$ cat src/rtl/pkt_hdr_pkg.sv
package pkt_hdr_pkg;
  // Field geometry of the incoming word
  parameter int unsigned HDR_W   = 4;
  parameter int unsigned PAY_W   = 4;
  parameter int unsigned SPARE_W = 3;
  parameter int unsigned CNT_W   = 8;
  parameter int unsigned WORD_W  = HDR_W + PAY_W + SPARE_W + 1;

  // Decoded view of one word
  typedef struct packed {
    logic             hit;   // kind field matched
    logic             bad;   // matched and parity wrong
    logic [PAY_W-1:0] pay;   // payload bits
  } dec_t;
endpackage

$ cat src/rtl/pkt_word_decode.sv
module pkt_word_decode
  import pkt_hdr_pkg::*;
#(
  parameter int unsigned MATCH_KIND = 1
) (
  input  logic [WORD_W-1:0] word_i,
  output dec_t              dec_o
);
  localparam int unsigned PAY_LSB = SPARE_W + 1;
  localparam int unsigned HDR_LSB = PAY_LSB + PAY_W;

  logic [HDR_W-1:0] kind;
  logic [PAY_W-1:0] pay;
  logic             want_even;
  logic             ones_odd;

  assign kind      = word_i[HDR_LSB +: HDR_W];
  assign pay       = word_i[PAY_LSB +: PAY_W];
  assign want_even = word_i[0];
  assign ones_odd  = ^pay;

  always_comb begin
    dec_o.hit = (kind == HDR_W'(MATCH_KIND));
    dec_o.pay = pay;
    // even wanted -> odd count is wrong; odd wanted -> even count is wrong
    dec_o.bad = dec_o.hit && (ones_odd == want_even);
  end
endmodule

$ cat src/rtl/pkt_wrap_counter.sv
module pkt_wrap_counter #(
  parameter int unsigned W = 8
) (
  input  logic         clk,
  input  logic         rst_n,
  input  logic         clr,
  input  logic         inc,
  output logic [W-1:0] q
);
  always_ff @(posedge clk) begin
    if (!rst_n || clr) q <= '0;
    else if (inc)      q <= q + W'(1);
  end

  assert_inc_R3: assert property (@(posedge clk) disable iff (!rst_n)
    (!clr && inc) |=> (q == $past(q) + W'(1)));
  assert_hold_R5: assert property (@(posedge clk) disable iff (!rst_n)
    (!clr && !inc) |=> $stable(q));
  assert_clear_R7: assert property (@(posedge clk) disable iff (!rst_n)
    clr |=> (q == '0));
  assert_reset_R6: assert property (@(posedge clk)
    !rst_n |=> (q == '0));
endmodule

$ cat src/rtl/pkt_payload_reg.sv
module pkt_payload_reg #(
  parameter int unsigned W = 4
) (
  input  logic         clk,
  input  logic         rst_n,
  input  logic         clr,
  input  logic         load,
  input  logic [W-1:0] d,
  output logic [W-1:0] q
);
  always_ff @(posedge clk) begin
    if (!rst_n || clr) q <= '0;
    else if (load)     q <= d;
  end

  assert_load_R2: assert property (@(posedge clk) disable iff (!rst_n)
    (!clr && load) |=> (q == $past(d)));
  assert_keep_R5: assert property (@(posedge clk) disable iff (!rst_n)
    (!clr && !load) |=> $stable(q));
endmodule

$ cat src/rtl/pkt_hdr_filter.sv
module pkt_hdr_filter
  import pkt_hdr_pkg::*;
#(
  parameter int unsigned MATCH_KIND = 1
) (
  input  logic              clk,
  input  logic              rst_n,
  input  logic              clr,
  input  logic [WORD_W-1:0] in_word,
  output logic [PAY_W-1:0]  payload_o,
  output logic [CNT_W-1:0]  pkt_cnt_o,
  output logic [CNT_W-1:0]  err_cnt_o
);
  localparam int unsigned N_CNT = 2;

  dec_t             dec;
  logic [N_CNT-1:0] inc_vec;
  logic [CNT_W-1:0] cnt_arr [N_CNT];

  pkt_word_decode #(.MATCH_KIND(MATCH_KIND)) u_dec (
    .word_i (in_word),
    .dec_o  (dec)
  );

  pkt_payload_reg #(.W(PAY_W)) u_pay (
    .clk   (clk),
    .rst_n (rst_n),
    .clr   (clr),
    .load  (dec.hit),
    .d     (dec.pay),
    .q     (payload_o)
  );

  assign inc_vec = {dec.bad, dec.hit};

  for (genvar g = 0; g < N_CNT; g++) begin : g_cnt
    pkt_wrap_counter #(.W(CNT_W)) u_cnt (
      .clk   (clk),
      .rst_n (rst_n),
      .clr   (clr),
      .inc   (inc_vec[g]),
      .q     (cnt_arr[g])
    );
  end

  assign pkt_cnt_o = cnt_arr[0];
  assign err_cnt_o = cnt_arr[1];

  // An error step never happens without a packet step
  assert_err_needs_pkt_R4: assert property (@(posedge clk) disable iff (!rst_n)
    (!clr && (err_cnt_o != $past(err_cnt_o)) && !$past(clr) && $past(rst_n))
      |-> (pkt_cnt_o != $past(pkt_cnt_o)));
endmodule

$ cat config.mk
export PLATFORM = sky130hd
export DESIGN_NAME = pkt_hdr_filter
export DESIGN_NICKNAME = d
export VERILOG_FILES = /design/src/rtl/pkt_hdr_pkg.sv /design/src/rtl/pkt_word_decode.sv /design/src/rtl/pkt_wrap_counter.sv /design/src/rtl/pkt_payload_reg.sv /design/src/rtl/pkt_hdr_filter.sv
export SDC_FILE = /design/constraint.sdc
export NUM_CORES = 1
export LEC_CHECK = 0
export CAP_MARGIN = 5
export CORE_AREA = 2 2 44 46
export DETAILED_ROUTE_END_ITERATION = 16
export DIE_AREA = 0 0 46 48
export DONT_BUFFER_PORTS = 1
export PLACE_DENSITY = 0.69
export SYNTH_ARGS = -nofsm -noshare
export SYNTH_HDL_FRONTEND = slang
export SYNTH_HIERARCHICAL = 1
export SYNTH_SLANG_ARGS = --single-unit
$ cat constraint.sdc
create_clock -name clk -period 3.85 [get_ports clk]
set_clock_uncertainty 0.1 [all_clocks]
set_input_delay 0.385 -clock clk [delete_from_list [all_inputs] [get_ports clk]]
set_output_delay 0.385 -clock clk [all_outputs]
set_load 0.05 [all_outputs]
==> results by group, run 1 <==
Logic synthesis
  – Netlist Area Pre-Place: 922 um^2
  – Synth Flop Type: dfxtp_1
  – Seq/Total Area, Yosys: 43.4%
  – Most frequent cells after synthesis: dfxtp_1, nor2_1
  – Synth Instances: 99
  – Dominant cells by area after synthesis: dfxtp_1, mux2i_1, nor2_1
  – Mapped Nets: 116
  – Most instantiated library cell after synthesis: dfxtp_1
  – Ys Warns: 6
  – Netlist cell types: 20
  – Async SR Flop Fraction: 0%
  – FF+latch count, synth: 20
  – Top-area cell type share of the netlist area: 43.4%
  – Post-synth EDFFs: 0
  – Biggest area consumer among synthesized cells: dfxtp_1
  – Syn Area/Cell: 9.31 um^2

GRT
  – Met2 usage: 26.7%
  – GR peak layer: met2
  – Vias in the first global route: between 500 and 600
  – M3 GR Usage: 5.66%
  – First-pass GRT wire length: 2.49 mm
  – Initial antenna violation count: 0
  – Global route overflow: 0
  – GRT met1 Usage: between 15 and 20%
  – Largest net degree at the start of global routing: 12
  – GRT Util Overall: 15.5%

Clocking
  – Root buffer cell: clkbuf_4
  – Setup bufs post-CTS: 0
  – TritonCTS clock tree: done
  – # resized after CTS: 0
  – CTS max path bufs: 2
  – Clk_lat worst skew: between 200 and 300 ps
  – CTS sink cnt: 20
  – # H-tree levels: 1
  – Clk slew on worst S/H paths: between 100 and 150 ps
  – TritonCTS Buffers: 3
  – Cts hold-fix bufs: 0

Job
  – Max_cap viols: 0

Floorplanning
  – DIE AREA: 2210 um^2
  – Die height: 48 um
  – Initial Util: around 55%
  – Num rows: 15
  – Die width: 46 um
  – Ports: 35
  – Core box area: ~1700 um^2

Critical path
  – Crit path largest cell delay: roughly 730 ps
  – Family with the most delay on the worst path: flip-flops
  – Worst endpoint required time: 3980 ps
  – Arr. time, crit path: 1950 ps
  – Maximum fanout along the worst path: 4
  – Cell Chain, Critical Path: ha_1, nand3_1, or3_1, a21oi_1
  – CP Launch Type: register
  – Slowest library cell on the worst path: dfxtp_1
  – Crit Path Category: register to register
  – Bufs and invs on worst path: 0
  – Critical Path Sink Type: register

Route
  – Antenna-violating nets left: 0
  – Residual DRC: 0
  – Wirelength per Cell: 13.8 um
  – Via density per instance: 5.79
  – Iteration-0 DRC Markers: 7
  – Drt pass-1 iters: 4
  – Detailed Route WL: 1.54 mm
  – Total number of vias: between 600 and 700

Cells and area
  – Area added between synthesis and finish: 1.49%
  – Final #Nets: around 110
  – Fill count: 147
  – Share of layout cells above drive strength 1: 8.42%
  – Non-Filler Instances: about 110
  – Design area: 936 um^2
  – ANT cells: 0

Placement
  – Post-DP HPWL: 1.20 mm
  – Area after DPL: 900 um^2
  – Dpl ws: ~1700 ps
  – Placed cells: 108
  – RD Place Congestion: 0.687
  – Buffers on Ports: 0

Timing
  – Fin crit share: 47.3%
  – Min Tclk post-route: 1820 ps
  – Slew of the pin with the lowest slew margin: 652 ps
  – Worst slew margin: 56.5%
  – RSZ-0062 raised after global routing: false
  – Setup_tns: 0 ps
  – Fmax: 0.549 GHz
  – Fin. max-slew vios: 0
  – Final WS setup: 2030 ps
  – Final setup fails: 0
  – Hold Violations, Final: 0

Power and ir drop
  – Leak: between 0.3 and 0.4 nW
  – Pint: 0.273 mW
  – Sw Ratio: 20.7%
  – Sequential Power Share: between 60% and 70%
  – Worst vdd ir: about 0.21 mV
  – Clock Power Share: 34.4%
  – Power per cell area: 369 nW/um^2
  – NetSw: 0.0715 mW
  – Total power: 0.345 mW
  – Comb pwr share: 4.7%

Worst hold path
  – Hold Crit Class: input port to register

Run status
  – Outcome: finished, final reports clean
## power groups by stage
stage,registers [mW],clock network [mW],logic [mW]
4_1_cts,0.210,0.124,0.0162
6_report,0.210,0.119,0.0161
5_1_grt,0.211,0.132,0.0177
2_1_floorplan,0.215,0,0.0177
3_3_place_gp,0.215,0,0.0157
3_5_place_dp,0.215,0,0.0162
## path summary, 6_finish.rpt
check	to	start	slack (ps)	cells after the start
worst max-delay path	g_cnt[1].u_cnt/q[6]	g_cnt[1].u_cnt/q[0]	2030	4
worst min-delay path	u_pay/q[1]	in_word[5]	140	2
worst max register to register	g_cnt[1].u_cnt/q[6]	g_cnt[1].u_cnt/q[0]	2030	4
worst min register to register	g_cnt[1].u_cnt/q[7]	g_cnt[1].u_cnt/q[7]	650	2
## final cells by class
cell class	count	area, um^2	area share (%)
Clock buffer	4	36.3	3.88
Timing Repair Buffer	1	7.51	0.802
Multi-Input combinational cell	70	470	50.3
Sequential cell	20	400	42.8
Tap cell	17	21.3	2.27
## per-layer routing
metal,wire length [um],vias to the layer above
met4,6,0
met3,99,2
met2,766,16
met5,0,-
li1,-,331
met1,668,300
## kinds of logic (layout without fill, tap and decap cells)
family                   count (synthesis)  count (layout)  synth area share (%)
AND/OR/NAND/NOR                         39              39                  22.7
buffers and inverters                    9               5                  6.24
AO/OA/AOI/OAI                           12              12                  6.51
adder cells (fa/ha/maj)                  2               2                  2.71
multiplexers                             6               6                  6.51
flip-flops                              20              20                  43.4
XOR/XNOR                                11              11                  11.9
## stage by stage
stage / hold slack [ps] / util [%]
after global placement: 438 / 53.3
after detailed placement: 445 / 53.3
after global routing: 152 / 55.4
after floorplan: 489 / -
after CTS: 130 / 55.4
final: 138 / 55.4
## sequential cells by signal (all words and copies together) (netlist names)
signal / count
g_cnt.u_cnt/q: 16
u_pay/q: 4
## layout by cell type (no fill, tap or decap), types with 4 or more instances in the layout
cell / instances
a21oi_1: 6
dfxtp_1: 20
mux2i_1: 6
nand2_1: 4
nand3_1: 4
nand4_1: 4
nor2_1: 14
o21ai_0: 6
or3_1: 6
xnor2_1: 4
xor2_1: 6
Note: power is estimated with default switching activity, not from simulation.
==> run 2, diff against run 1 <==
==> constraint.sdc (replaced) <==
create_clock -name clk -period 1.73 [get_ports clk]
set_clock_uncertainty 0.1 [all_clocks]
set_input_delay 0.173 -clock clk [delete_from_list [all_inputs] [get_ports clk]]
set_output_delay 0.173 -clock clk [all_outputs]
set_load 0.05 [all_outputs]
==> results by group, run 2 (synthesized netlist as in run 1, its figures left out) <==
Worst hold path
  – Hold Crit Depth: 2 (unchanged)
  – Hold Path Sink: g_cnt[0].u_cnt/q[5] (was u_pay/q[1])
  – Hold Crit Class: input port to register (unchanged)
  – Worst Hold Launch: rst_n (was in_word[5])

Cells and area
  – ANT cells: 0 (unchanged)
  – Most common cell after layout, fill and taps aside: dfxtp_1 (unchanged)
  – Max reg flops: 16 (unchanged)
  – Final Core Density: 67.3% (was 55.4%)
  – Most frequent cells in the layout: dfxtp_1, buf_4, nor2_1, dlygate4sd3_1 (was dfxtp_1, nor2_1)
  – Area added between synthesis and finish: 23.2% (was 1.49%)
  – Largest reg by FF count: g_cnt.u_cnt/q (unchanged)
  – Non-Filler Instances: 136 (was 112)
  – Final #Nets: 137 (was 113)
  – Share of layout cells above drive strength 1: 20.2% (was 8.42%)
  – Top Registers: g_cnt.u_cnt/q: 16 flops, u_pay/q: 4 flops (unchanged)
  – Design area: 1140 um^2 (was 936 um^2)

Power and ir drop
  – Power per cell area: 685 nW/um^2 (was 369 nW/um^2)
  – Worst vdd ir: 0.465 mV (was 0.213 mV)
  – Sequential Power Share: 59.8% (was 61.0%)
  – Comb pwr share: 6.3% (was 4.7%)
  – Clock Power Share: 33.8% (was 34.4%)
  – Pint: 0.617 mW (was 0.273 mW)
  – Leak: 0.450 nW (was 0.320 nW)
  – Sw Ratio: 20.7% (about the same)
  – NetSw: 0.161 mW (was 0.0715 mW)
  – Total power: 0.778 mW (was 0.345 mW)

Critical path
  – Maximum fanout along the worst path: 2 (was 4)
  – Worst endpoint required time: 1870 ps (was 3980 ps)
  – CP Launch Type: register (unchanged)
  – FF-to-FF path depth: 3 (was 4)
  – Arr. time, crit path: 1740 ps (was 1950 ps)
  – Family with the most delay on the worst path: flip-flops (unchanged)
  – FF-to-FF setup slack: 130 ps (was 2030 ps)
  – Cell Chain, Critical Path: mux2i_1, nor2_1, dlygate4sd3_1 (was ha_1, nand3_1, or3_1, a21oi_1)
  – Slowest library cell on the worst path: dfxtp_1 (unchanged)
  – Critical R2R Launch: u_pay/q[3] (was g_cnt[1].u_cnt/q[0])
  – Crit Path Category: register to register (unchanged)
  – Bufs and invs on worst path: 1 (was 0)
  – Critical R2R Capture: u_pay/q[3] (was g_cnt[1].u_cnt/q[6])
  – Critical Path Sink Type: register (unchanged)
  – Crit path largest cell delay: 660 ps (was 730 ps)

GRT
  – GRT Util Overall: 20.2% (was 15.5%)
  – Initial antenna violation count: 0 (unchanged)
  – Vias in the first global route: 787 (was 596)
  – Largest net degree at the start of global routing: 12 (unchanged)
  – First-pass GRT wire length: 3.14 mm (was 2.49 mm)
  – GR peak layer: met2 (unchanged)
  – Met2 usage: 38.9% (was 26.7%)
  – M3 GR Usage: 5.28% (was 5.66%)
  – GRT met1 Usage: 19.5% (was 17.8%)
  – Global route overflow: 0 (unchanged)

Route
  – Via density per instance: 5.54 (was 5.79)
  – Iteration-0 DRC Markers: 5 (was 7)
  – Wirelength per Cell: 13.1 um (was 13.8 um)
  – Total number of vias: 754 (was 649)
  – Detailed Route WL: 1.78 mm (was 1.54 mm)
  – Antenna-violating nets left: 0 (unchanged)
  – Residual DRC: 0 (unchanged)
  – Drt pass-1 iters: 3 (was 4)

Clocking
  – CTS max path bufs: 2 (unchanged)
  – Setup bufs post-CTS: 0 (unchanged)
  – Clk slew on worst S/H paths: 110 ps (about the same)
  – Clk_lat worst skew: 290 ps (about the same)
  – CTS sink cnt: 20 (unchanged)
  – Cts hold-fix bufs: 8 (was 0)
  – # resized after CTS: 0 (unchanged)
  – Root buffer cell: clkbuf_4 (unchanged)
  – # H-tree levels: 1 (unchanged)
  – TritonCTS Buffers: 3 (unchanged)
  – TritonCTS clock tree: done (unchanged)

Placement
  – Placed cells: 124 (was 108)
  – Dpl ws: -0.0607 ps (was 1720 ps)
  – Buffers on Ports: 0 (unchanged)
  – RD Place Congestion: 0.741 (was 0.687)
  – Area after DPL: 1020 um^2 (was 900 um^2)
  – Post-DP HPWL: 1.32 mm (was 1.20 mm)

Timing
  – Fin. max-slew vios: 0 (unchanged)
  – Worst slew margin: 64.6% (was 56.5%)
  – RSZ-0062 raised after global routing: false (unchanged)
  – Fin crit share: 92.6% (was 47.3%)
  – Final WS setup: 128 ps (was 2030 ps)
  – Slew of the pin with the lowest slew margin: 530 ps (was 652 ps)
  – Hold Violations, Final: 0 (unchanged)
  – Fmax: 0.624 GHz (was 0.549 GHz)
  – Final setup fails: 0 (unchanged)
  – Min Tclk post-route: 1600 ps (was 1820 ps)

Floorplanning
  – Num rows: 15 (unchanged)
  – Ports: 35 (unchanged)
  – Core box area: 1690 um^2 (unchanged)
  – Initial Util: 54.6% (unchanged)
  – Die width: 46 um (unchanged)
  – DIE AREA: 2210 um^2 (unchanged)
  – Die height: 48 um (unchanged)

Job
  – Max_cap viols: 0 (unchanged)

Run status
  – Outcome: finished, final reports clean (unchanged)
## run 2: changes by cell type in the layout (fill, tap and decap cells not counted), sizes merged
cell,change
buf,+16
dlygate4sd3,+8
## run 2: per-stage QoR
| stage | hold WS, ps | TNS, ps |
|---|---|---|
| after floorplan | 277 | 0 |
| after detailed placement | 236 | -0.0607 |
| after CTS | 94.8 | 0 |
| after global placement | 226 | 0 |
| after global routing | 104 | 0 |
| final | 102 | 0 |
## run 2: cell type report
class | instances | area, um^2
well taps | 17 | 21.3
flip-flops and latches | 20 | 400
clock buffers | 4 | 36.3
repair buffers | 25 | 208
multi-input cells | 70 | 470
fillers | 147 | 553
## run 2: per-layer routing
metal	vias to the layer above	wire, um
met5	-	0
li1	379	-
met4	0	32
met2	16	944
met3	4	78
met1	355	723
## run 2: worst max-delay path by stage
stage	cells past startpoint	slack, ps	to	start
after floorplan	7	30	g_cnt[1].u_cnt/q[5]	in_word[5]
after global placement	6	40	g_cnt[1].u_cnt/q[5]	in_word[5]
after detailed placement	6	-0.06	g_cnt[1].u_cnt/q[7]	in_word[5]
after CTS	3	140	u_pay/q[1]	u_pay/q[1]
after global routing	3	40	u_pay/q[0]	u_pay/q[0]
final	3	130	u_pay/q[3]	u_pay/q[3]
## run 2: power groups by stage
| stage | Combinational (mW) | Sequential (mW) | Clock [mW] |
|---|---|---|---|
| 6_report | 0.0492 | 0.466 | 0.263 |
| 2_1_floorplan | 0.0394 | 0.478 | 0 |
| 4_1_cts | 0.0480 | 0.466 | 0.273 |
| 5_1_grt | 0.0536 | 0.466 | 0.296 |
| 3_3_place_gp | 0.0389 | 0.476 | 0 |
| 3_5_place_dp | 0.0399 | 0.476 | 0 |
==> run 3, diff against run 2 <==
--- a/config.mk
+++ b/config.mk
@@ -5,12 +5,13 @@
 export SDC_FILE = /design/constraint.sdc
 export NUM_CORES = 1
 export LEC_CHECK = 0
+export ABC_AREA = 1
 export CAP_MARGIN = 5
-export CORE_AREA = 2 2 44 46
+export CORE_AREA = 2 2 46 48
 export DETAILED_ROUTE_END_ITERATION = 16
-export DIE_AREA = 0 0 46 48
+export DIE_AREA = 0 0 48 50
 export DONT_BUFFER_PORTS = 1
-export PLACE_DENSITY = 0.69
+export PLACE_DENSITY = 0.68
 export SYNTH_ARGS = -nofsm -noshare
 export SYNTH_HDL_FRONTEND = slang
 export SYNTH_HIERARCHICAL = 1
==> results by group, run 3 <==
Worst hold path
  – Hold Crit Class: input port to register (unchanged)
  – Hold Path Sink: g_cnt[1].u_cnt/q[3] (was g_cnt[0].u_cnt/q[5])
  – Hold Crit Depth: 4 (was 2)
  – Worst Hold Launch: rst_n (unchanged)

GRT
  – GRT met1 Usage: 19.9% (was 19.5%)
  – Vias in the first global route: 890 (was 787)
  – Initial antenna violation count: 0 (unchanged)
  – First-pass GRT wire length: 3.30 mm (was 3.14 mm)
  – Global route overflow: 0 (unchanged)
  – M3 GR Usage: 4.40% (was 5.28%)
  – GRT Util Overall: 18.5% (was 20.2%)
  – Largest net degree at the start of global routing: 13 (was 12)
  – Met2 usage: 33.1% (was 38.9%)
  – GR peak layer: met2 (unchanged)

Logic synthesis
  – Dominant cells by area after synthesis: dfxtp_1, nand2_1, inv_1 (was dfxtp_1, mux2i_1, nor2_1)
  – Netlist cell types: 14 (was 20)
  – Most frequent cells after synthesis: nand2_1, inv_1, dfxtp_1, nor2_1, a21oi_1 (was dfxtp_1, nor2_1)
  – Syn Area/Cell: 6.84 um^2 (was 9.31 um^2)
  – FF+latch count, synth: 20 (unchanged)
  – Seq/Total Area, Yosys: 40.1% (was 43.4%)
  – Synth Instances: 146 (was 99)
  – Netlist Area Pre-Place: 998 um^2 (was 922 um^2)
  – Post-synth EDFFs: 0 (unchanged)
  – Biggest area consumer among synthesized cells: dfxtp_1 (unchanged)
  – Mapped Nets: 163 (was 116)
  – Top-area cell type share of the netlist area: 40.1% (was 43.4%)
  – Most instantiated library cell after synthesis: nand2_1 (was dfxtp_1)
  – Async SR Flop Fraction: 0% (unchanged)
  – Ys Warns: 6 (unchanged)
  – Synth Flop Type: dfxtp_1 (unchanged)

Floorplanning
  – Die width: 48 um (was 46 um)
  – Initial Util: 52.5% (was 54.6%)
  – Num rows: 16 (was 15)
  – Die height: 50 um (was 48 um)
  – DIE AREA: 2400 um^2 (was 2210 um^2)
  – Core box area: 1900 um^2 (was 1690 um^2)
  – Ports: 35 (unchanged)

Timing
  – Slew of the pin with the lowest slew margin: 554 ps (was 530 ps)
  – Final setup fails: 0 (unchanged)
  – Fmax: 0.617 GHz (was 0.624 GHz)
  – RSZ-0062 raised after global routing: false (unchanged)
  – Min Tclk post-route: 1620 ps (was 1600 ps)
  – Setup_tns: 0 ps (unchanged)
  – Fin. max-slew vios: 0 (unchanged)
  – Worst slew margin: 63.0% (was 64.6%)
  – Hold Violations, Final: 0 (unchanged)
  – Fin crit share: 93.6% (was 92.6%)
  – Worst hold slack: 35.9 ps (was 102 ps)

Cells and area
  – Top Registers: g_cnt.u_cnt/q: 16 flops, u_pay/q: 4 flops (unchanged)
  – Max reg flops: 16 (unchanged)
  – ANT cells: 0 (unchanged)
  – Most frequent cells in the layout: nand2_1, inv_1, nor2_1, dfxtp_1, buf_4 (was dfxtp_1, buf_4, nor2_1, dlygate4sd3_1)
  – Final #Nets: 191 (was 137)
  – Share of layout cells above drive strength 1: 18.6% (was 20.2%)
  – Largest reg by FF count: g_cnt.u_cnt/q (unchanged)
  – Fill count: 181 (was 147)
  – Non-Filler Instances: 199 (was 136)
  – Most common cell after layout, fill and taps aside: nand2_1 (was dfxtp_1)
  – Area added between synthesis and finish: 25.2% (was 23.2%)

Route
  – Drt pass-1 iters: 2 (was 3)
  – Via density per instance: 4.70 (was 5.54)
  – Total number of vias: 935 (was 754)
  – Iteration-0 DRC Markers: 7 (was 5)
  – Detailed Route WL: 1.89 mm (was 1.78 mm)
  – Wirelength per Cell: 9.49 um (was 13.1 um)
  – Residual DRC: 0 (unchanged)
  – Antenna-violating nets left: 0 (unchanged)

Placement
  – Buffers on Ports: 0 (unchanged)
  – RD Place Congestion: 0.826 (was 0.741)
  – Placed cells: 187 (was 124)
  – Post-DP HPWL: 1.44 mm (was 1.32 mm)

Critical path
  – FF-to-FF path depth: 3 (unchanged)
  – Cell Chain, Critical Path: nand2_1, a21oi_1, dlygate4sd3_1 (was mux2i_1, nor2_1, dlygate4sd3_1)
  – Crit Path Category: register to register (unchanged)
  – CP Launch Type: register (unchanged)
  – Critical Path Sink Type: register (unchanged)
  – Family with the most delay on the worst path: flip-flops (unchanged)
  – Bufs and invs on worst path: 1 (unchanged)
  – Critical R2R Launch: u_pay/q[3] (unchanged)
  – FF-to-FF setup slack: 110 ps (was 130 ps)
  – Maximum fanout along the worst path: 2 (unchanged)
  – Slowest library cell on the worst path: dfxtp_1 (unchanged)
  – Worst endpoint required time: 1870 ps (about the same)
  – Arr. time, crit path: 1760 ps (was 1740 ps)
  – Critical R2R Capture: u_pay/q[3] (unchanged)
  – Crit path largest cell delay: 660 ps (about the same)

Clocking
  – CTS sink cnt: 20 (unchanged)
  – Setup bufs post-CTS: 0 (unchanged)
  – Clk_lat worst skew: 290 ps (about the same)
  – Clk slew on worst S/H paths: 110 ps (about the same)
  – # H-tree levels: 1 (unchanged)
  – TritonCTS clock tree: done (unchanged)
  – CTS max path bufs: 2 (unchanged)
  – TritonCTS Buffers: 3 (unchanged)
  – # resized after CTS: 0 (unchanged)
  – Root buffer cell: clkbuf_4 (unchanged)

Power and ir drop
  – Leak: 0.576 nW (was 0.450 nW)
  – Total power: 0.740 mW (was 0.778 mW)
  – Worst vdd ir: 0.368 mV (was 0.465 mV)
  – Power per cell area: 592 nW/um^2 (was 685 nW/um^2)

Run status
  – Outcome: finished, final reports clean (unchanged)

Job
  – Max_cap viols: 0 (unchanged)
run 3: changes by cell type in the layout (fill, tap and decap cells not counted), sizes merged, moves of 3 or more:
cell    change
inv        +22
mux2i       -6
a21oi      +11
nand4       -6
or3         -6
xnor2       -4
nor2       +10
nand2      +38
xor2        -5
nand2b      -3
nand3       +4
run 3: worst max path at each step:
stage                                   start                   to  slack, ps  depth (start not counted)
after global routing               u_pay/q[3]           u_pay/q[3]         50                          3
after CTS                          u_pay/q[2]           u_pay/q[2]        140                          3
after detailed placement           in_word[0]  g_cnt[1].u_cnt/q[6]        380                         12
after floorplan           g_cnt[0].u_cnt/q[0]  g_cnt[0].u_cnt/q[6]        220                          6
after global placement             in_word[0]  g_cnt[1].u_cnt/q[4]        430                         12
final                              u_pay/q[3]           u_pay/q[3]        110                          3
run 3: tightest hold or removal path, stage by stage:
cell     delay, ps
inv_1           70
nor2_4          60
nand2_1         60
nor2_1          30
run 3: metrics by stage:
stage	util (%)	setup WS, ps	area (um^2)
floorplan	-	221	998
global placement	59.8	434	1140
detailed placement	59.8	382	1140
CTS	65.7	136	1250
global route	65.7	54.6	1250
finish	65.7	110	1250
run 3: cell type report:
| class | count | area, um^2 | area share [%] |
|---|---|---|---|
| multi-input cells | 100 | 485 | 38.8 |
| inverters | 22 | 82.6 | 6.61 |
| repair buffers | 27 | 225 | 18.0 |
| flip-flops and latches | 20 | 400 | 32.0 |
| clock buffers | 3 | 22.5 | 1.80 |
| well taps | 27 | 33.8 | 2.70 |
run 3: metal layers:
layer	up-vias	routed length [um]
li1	499	-
met1	418	775
met2	18	1010
met3	0	105
met4	0	0
met5	-	0
run 3: cells by family (layout without fill, tap and decap cells):
kind of cell / count (synthesis) / after routing / share of synthesized area, %
flip-flops: 20 / 20 / 40.1
XOR/XNOR: 1 / 1 / 0.877
adder cells (fa/ha/maj): 2 / 2 / 2.51
AND/OR/NAND/NOR: 74 / 74 / 32.6
buffers and inverters: 26 / 52 / 11.3
AO/OA/AOI/OAI: 23 / 23 / 12.7
run 3: where the power goes:
part | switching [mW] | leakage [nW] | internal, mW | total, mW
Sequential | 0.00306 | 0.161 | 0.462 | 0.465
Clock | 0.131 | 0.0138 | 0.0809 | 0.212
Combinational | 0.0369 | 0.401 | 0.0264 | 0.0632
run 3: repair_timing:
| action | CTS | global route |
|---|---|---|
| hold buffers | 9 | 0 |
| setup endpoints to repair | 0 | 0 |
| endpoints found under the hold margin | 18 | 0 |
